[config.mk]
export PLATFORM = sky130hd
export DESIGN_NAME = spi_diag_shifter
export DESIGN_NICKNAME = d
export VERILOG_FILES = /design/src/rtl/spi_diag_pkg.sv /design/src/rtl/spi_pin_sync.sv /design/src/rtl/spi_edge_detect.sv /design/src/rtl/spi_diag_shreg.sv /design/src/rtl/spi_diag_shifter.sv
export SDC_FILE = /design/constraint.sdc
export NUM_CORES = 1
export LEC_CHECK = 0
export BUFFER_PORTS_ARGS = -buffer_cell sky130_fd_sc_hd__buf_2
export CORE_MARGIN = 10
export CORE_UTILIZATION = 30
export CTS_CLUSTER_SIZE = 30
export DETAILED_ROUTE_END_ITERATION = 8
export HOLD_SLACK_MARGIN = 0.12
export PLACE_DENSITY = 0.53
export SLEW_MARGIN = 20
export SYNTH_ARGS = -nofsm -noshare
export SYNTH_HDL_FRONTEND = slang
export SYNTH_SLANG_ARGS = --single-unit
[constraint.sdc]
create_clock -name clk -period 3.3 [get_ports clk]
set_input_delay 0.165 -clock clk [delete_from_list [all_inputs] [get_ports clk]]
set_output_delay 0.165 -clock clk [all_outputs]
set_load 0.005 [all_outputs]
[src/rtl/spi_diag_pkg.sv]
// Package: shared constants for the serial diagnostic shift register.
// Assumes: pin bundle ordering below is used by every module of the block.
package spi_diag_pkg;

    // Number of asynchronous pins brought into the system clock domain.
    localparam int unsigned PIN_CNT = 3;

    // Bit positions of each pin inside the synchronized bundle.
    localparam int unsigned PIN_SEL  = 0;
    localparam int unsigned PIN_SCLK = 1;
    localparam int unsigned PIN_SDI  = 2;

    // Idle levels of the pins, used as reset values of the synchronizers.
    localparam logic [PIN_CNT-1:0] PIN_IDLE = 3'b001;

    // Edge events of a single synchronized pin.
    typedef struct packed {
        logic rise;
        logic fall;
    } pin_edge_t;

endpackage

[src/rtl/spi_pin_sync.sv]
// Module: multi-stage synchronizer for a bundle of asynchronous pins.
// Assumes: each pin is a slow level signal; no bus coherency is required
// between pins, because the sampling relation is kept by equal stage counts.
module spi_pin_sync #(
    parameter int unsigned N      = 3,
    parameter int unsigned STAGES = 2,
    parameter logic [N-1:0] RST_VAL = '0
) (
    input  logic         clk,
    input  logic         rst_n,
    input  logic [N-1:0] async_in,
    output logic [N-1:0] sync_out
);

    localparam int unsigned LAST = STAGES - 1;

    logic [N-1:0] stage_q [STAGES];

    // Shift every pin through the chain of flops, idle level on reset.
    always_ff @(posedge clk) begin
        if (!rst_n) begin
            for (int s = 0; s < STAGES; s++) begin
                stage_q[s] <= RST_VAL;
            end
        end else begin
            stage_q[0] <= async_in;
            for (int s = 1; s < STAGES; s++) begin
                stage_q[s] <= stage_q[s-1];
            end
        end
    end

    assign sync_out = stage_q[LAST];

endmodule

[src/rtl/spi_edge_detect.sv]
// Module: rise/fall detector for a bundle of synchronized levels.
// Assumes: inputs are already in the clk domain; the outputs are combinational
// and valid for the single cycle after a level change reaches the input.
module spi_edge_detect #(
    parameter int unsigned N = 3,
    parameter logic [N-1:0] RST_VAL = '0
) (
    input  logic                    clk,
    input  logic                    rst_n,
    input  logic [N-1:0]            level,
    output spi_diag_pkg::pin_edge_t edges [N]
);

    logic [N-1:0] prev_q;

    // Remember last cycle's level of each pin.
    always_ff @(posedge clk) begin
        if (!rst_n) begin
            prev_q <= RST_VAL;
        end else begin
            prev_q <= level;
        end
    end

    for (genvar i = 0; i < N; i++) begin : g_pin
        assign edges[i].rise = level[i] & ~prev_q[i];
        assign edges[i].fall = ~level[i] & prev_q[i];
    end

endmodule

[src/rtl/spi_diag_shreg.sv]
// Module: shift register with parallel status load, MSB-first serial output
// updated on serial-clock rise, serial input sampled on serial-clock fall,
// and a parallel hand-off with a one-cycle strobe at the end of selection.
// Assumes: all event inputs are single-cycle pulses in the clk domain;
// a select start wins over a serial-clock event in the same cycle.
module spi_diag_shreg #(
    parameter int unsigned WIDTH = 8
) (
    input  logic             clk,
    input  logic             rst_n,
    input  logic             selected,
    input  logic             sel_start,
    input  logic             sel_end,
    input  logic             sclk_rise,
    input  logic             sclk_fall,
    input  logic             sdi_bit,
    input  logic [WIDTH-1:0] diag_in,
    output logic [WIDTH-1:0] sr_q,
    output logic             sdo_q,
    output logic [WIDTH-1:0] latch_data,
    output logic             latch_load
);

    localparam int unsigned MSB = WIDTH - 1;

    logic shift_in_en;
    logic shift_out_en;

    // Serial events count only inside a select period and not on its first cycle.
    assign shift_in_en  = selected & sclk_fall & ~sel_start;
    assign shift_out_en = selected & sclk_rise & ~sel_start;

    // Capture status at select start, otherwise shift in on falling serial clock.
    always_ff @(posedge clk) begin
        if (!rst_n) begin
            sr_q <= '0;
        end else if (sel_start) begin
            sr_q <= diag_in;
        end else if (shift_in_en) begin
            sr_q <= {sr_q[MSB-1:0], sdi_bit};
        end
    end

    // Present the MSB on the serial output after each rising serial clock.
    always_ff @(posedge clk) begin
        if (!rst_n) begin
            sdo_q <= 1'b0;
        end else if (shift_out_en) begin
            sdo_q <= sr_q[MSB];
        end
    end

    // Hand the received word to the latch with a single-cycle strobe.
    always_ff @(posedge clk) begin
        if (!rst_n) begin
            latch_data <= '0;
            latch_load <= 1'b0;
        end else begin
            latch_load <= sel_end;
            if (sel_end) begin
                latch_data <= sr_q;
            end
        end
    end

endmodule

[src/rtl/spi_diag_shifter.sv]
// Module: top of the serial diagnostic shift register.
// Synchronizes the select, serial clock and serial data pins, finds their
// edges, and drives the shift register and the serial output enable.
// Assumes: serial half-periods last several system clocks (at least
// SYNC_STAGES + 2) and diag_in is stable in the clk domain.
module spi_diag_shifter #(
    parameter int unsigned WIDTH       = 8,
    parameter int unsigned SYNC_STAGES = 2
) (
    input  logic             clk,
    input  logic             rst_n,
    input  logic             sel_n_pin,
    input  logic             sclk_pin,
    input  logic             sdi_pin,
    input  logic [WIDTH-1:0] diag_in,
    output logic             sdo,
    output logic             sdo_oe,
    output logic [WIDTH-1:0] latch_data,
    output logic             latch_load
);

    import spi_diag_pkg::*;

    logic [PIN_CNT-1:0] pins_raw;
    logic [PIN_CNT-1:0] pins_sync;
    pin_edge_t          pin_edges [PIN_CNT];

    logic             sel_sync;
    logic             sdi_sync;
    logic             sel_fall;
    logic             sel_rise;
    logic             sclk_rise;
    logic             sclk_fall;
    logic [WIDTH-1:0] sr_q;
    logic             sdo_q;

    assign pins_raw[PIN_SEL]  = sel_n_pin;
    assign pins_raw[PIN_SCLK] = sclk_pin;
    assign pins_raw[PIN_SDI]  = sdi_pin;

    spi_pin_sync #(
        .N       (PIN_CNT),
        .STAGES  (SYNC_STAGES),
        .RST_VAL (PIN_IDLE)
    ) u_sync (
        .clk      (clk),
        .rst_n    (rst_n),
        .async_in (pins_raw),
        .sync_out (pins_sync)
    );

    spi_edge_detect #(
        .N       (PIN_CNT),
        .RST_VAL (PIN_IDLE)
    ) u_edge (
        .clk   (clk),
        .rst_n (rst_n),
        .level (pins_sync),
        .edges (pin_edges)
    );

    assign sel_sync  = pins_sync[PIN_SEL];
    assign sdi_sync  = pins_sync[PIN_SDI];
    assign sel_fall  = pin_edges[PIN_SEL].fall;
    assign sel_rise  = pin_edges[PIN_SEL].rise;
    assign sclk_rise = pin_edges[PIN_SCLK].rise;
    assign sclk_fall = pin_edges[PIN_SCLK].fall;

    spi_diag_shreg #(
        .WIDTH (WIDTH)
    ) u_shreg (
        .clk        (clk),
        .rst_n      (rst_n),
        .selected   (~sel_sync),
        .sel_start  (sel_fall),
        .sel_end    (sel_rise),
        .sclk_rise  (sclk_rise),
        .sclk_fall  (sclk_fall),
        .sdi_bit    (sdi_sync),
        .diag_in    (diag_in),
        .sr_q       (sr_q),
        .sdo_q      (sdo_q),
        .latch_data (latch_data),
        .latch_load (latch_load)
    );

    // Pad enable follows the synchronized select; data is quiet when off.
    assign sdo_oe = ~sel_sync;
    assign sdo    = sdo_q & sdo_oe;

endmodule

==> run metrics <==
Die W 75.9 um; Reg power frac 63.2%; layout cells sized above 1 21.8%; clock buffer depth 2; Clock Sinks 26; port bufs 23; critical path endpoint category flop; 1st-pass router iterations 4; #FFs+latches synth 26; Die ar. 0.00575 mm^2; Worst-Margin Slew roughly 600 ps; post-route minimum period ~1500 ps; WL final 2070 um; CP top delay family simple AND/OR/NAND/NOR gates; First DRT Iteration DRCs 36; largest net degree at the start of global routing 27; Crit path arrival time between 1500 and 2000 ps; pre-CTS setup slack between 1500 and 2000 ps; syn avg cell area about 9.4 um^2; critical path type flop to flop; IO Pins 24; worst stage delay on the critical path slightly below 700 ps; unrepaired setup endpoints after global routing false; leading cell type in the layout, fill and taps excluded dfxtp_1; Clock Skews around 15 ps; WL per Instance between 10 and 15 um; CP required 3510 ps; antenna-violating nets left 0; Fin Setup TNS 0 ps; PwrDens ~460 mW/mm^2; YS warnings 0; fmax roughly 660 MHz; Max FO, Critical Path 8; NetSw approximately 0.00011 W; Layout Nets 138; Clock Power Share a little under a third; Post-Synthesis Cells 100; n_diodes 0; Netlist cell types 16; max-slew violation total from the final report 0; CTS buffer count 3; status complete, no violations; Post-Syn Area 936 um^2; Max Cap Viol 0; Comb pwr share between 6 and 7%; via/cell ratio roughly 4.4; worst-path cell chain or4b_1 > o221ai_1 > a21oi_1; Startpoint Class flop; root buf cell clkbuf_4; Clock transition at path regs 140 ps; routed via count ~740; HPWL Detailed 1470 um; Min Hold Slack around 140 ps; total internal power approximately 0.0004 W; Switching Share a little over a fifth; P&R area growth vs syn 22.6%; CORE AREA 0.00303 mm^2; crit path buf inv count 0; reg2reg setup slack between 1500 and 2000 ps; Max VDD drop roughly 0.00034 V; DRC 0; number of global-route vias before repair approximately 760; Initial Utilization a little over 30%; GP Congestion 0.694; first-pass GRT wire length approximately 3400 um; Worst path slowest cell or4b_1; post-CTS sizing 0; setup ws final 1790 ps; fin crit share a little under half; num rows 20; Rel. slew slack 59.6%; net count after synthesis ~110; H-tree levels 1; CTS tree built; most frequent cells in the layout dfxtp_1, buf_2, nand2_1; Hold WC Path Type input port to flop; initial antenna violation count 0; die height 75.9 um; total grt overflow 0; Final Hold Fails 0; clk_lat worst skew about 320 ps; sequential fraction of the synthesis area 55.6%; setup violators final 0; aggregate global-route resource usage between 7 and 8%; Lkg Pwr around 0.46 nW; Final Util 37.9%
[through the flow]
stage / total power (W) / instance area [um^2] / instances
final: 0.000522 / 1150 / 168
after global routing: 0.000548 / 1150 / 168
after CTS: 0.000528 / 1150 / 168
after detailed placement: 0.000369 / 1080 / 161
after global placement: 0.000368 / 1080 / 161
after floorplan: 0.000355 / 936 / 100
[final cells by class]
type | instances | area (um^2)
Inverter | 9 | 33.8
Sequential cell | 26 | 520
Multi-Input combinational cell | 59 | 357
Fill cell | 343 | 1880
Clock buffer | 4 | 36.3
Timing Repair Buffer | 26 | 145
Tap cell | 44 | 55.1
[metal layers]
layer	GRT usage, %	up-vias	part of all wire (%)
li1	-	384	-
met1	8.52	338	44
met2	13.3	20	47
met3	3.39	2	8.3
met4	1.24	0	0.63
met5	0	-	0
[cell families (layout without fill, tap and decap cells)]
group	Yosys count	in the layout	synth area share, %
multiplexers	1	1	1.07
buffers and inverters	15	39	6.28
AO/OA/AOI/OAI	25	25	18.7
AND/OR/NAND/NOR	33	33	18.3
flip-flops	26	26	55.6
[state kept, by name (all words and copies together) (netlist names)]
register,flops
u_shreg.latch_data,8
u_shreg.sr_q,8
u_sync.stage_q,6
u_edge.prev_q,2
u_shreg.latch_load,1
u_shreg.sdo_q,1
[worst register-to-register path, stage by stage (launching register included)]
cell	delay, ps
dfxtp_1	380
or4b_1	680
o221ai_1	290
a21oi_1	70
[cell usage after synthesis]
library cell	n	area (um^2)
inv_1	9	33.8
nand2_1	17	63.8
and2_1	6	37.5
or2b_1	1	7.51
a21boi_0	8	60.1
dfxtp_1	26	521
nand2b_1	3	18.8
o21ai_1	1	5.00
o221ai_1	8	70.1
nor2b_1	4	25.0
buf_2	2	10.0
or4b_1	1	10.0
a21oi_1	8	40.0
clkbuf_1	4	15.0
nor4b_1	1	8.76
mux2i_1	1	10.0
[what timing repair did]
action	4_1_cts	5_1_grt
hold buffers	3	0
setup endpoints to repair	0	0
setup buffers	0	0
hold endpoints to repair	3	0
[path summary, 6_finish.rpt]
kind,startpoint,depth (start not counted),endpoint
max,u_sync.stage_q[0][3],3,u_shreg.sr_q[6]
min,diag_in[4],3,u_shreg.sr_q[4]
max reg2reg,u_sync.stage_q[0][3],3,u_shreg.sr_q[6]
min reg2reg,u_sync.stage_q[0][0],1,u_sync.stage_q[0][3]
[power by group through the flow]
stage	combinational (W)	sequential [W]	clock, W
4_1_cts	0.0000351	0.000330	0.000162
3_5_place_dp	0.0000318	0.000337	0
2_1_floorplan	0.0000190	0.000336	0
5_1_grt	0.0000389	0.000332	0.000176
3_3_place_gp	0.0000310	0.000337	0
6_report	0.0000342	0.000330	0.000158
Power figures use the tool's default switching activity.
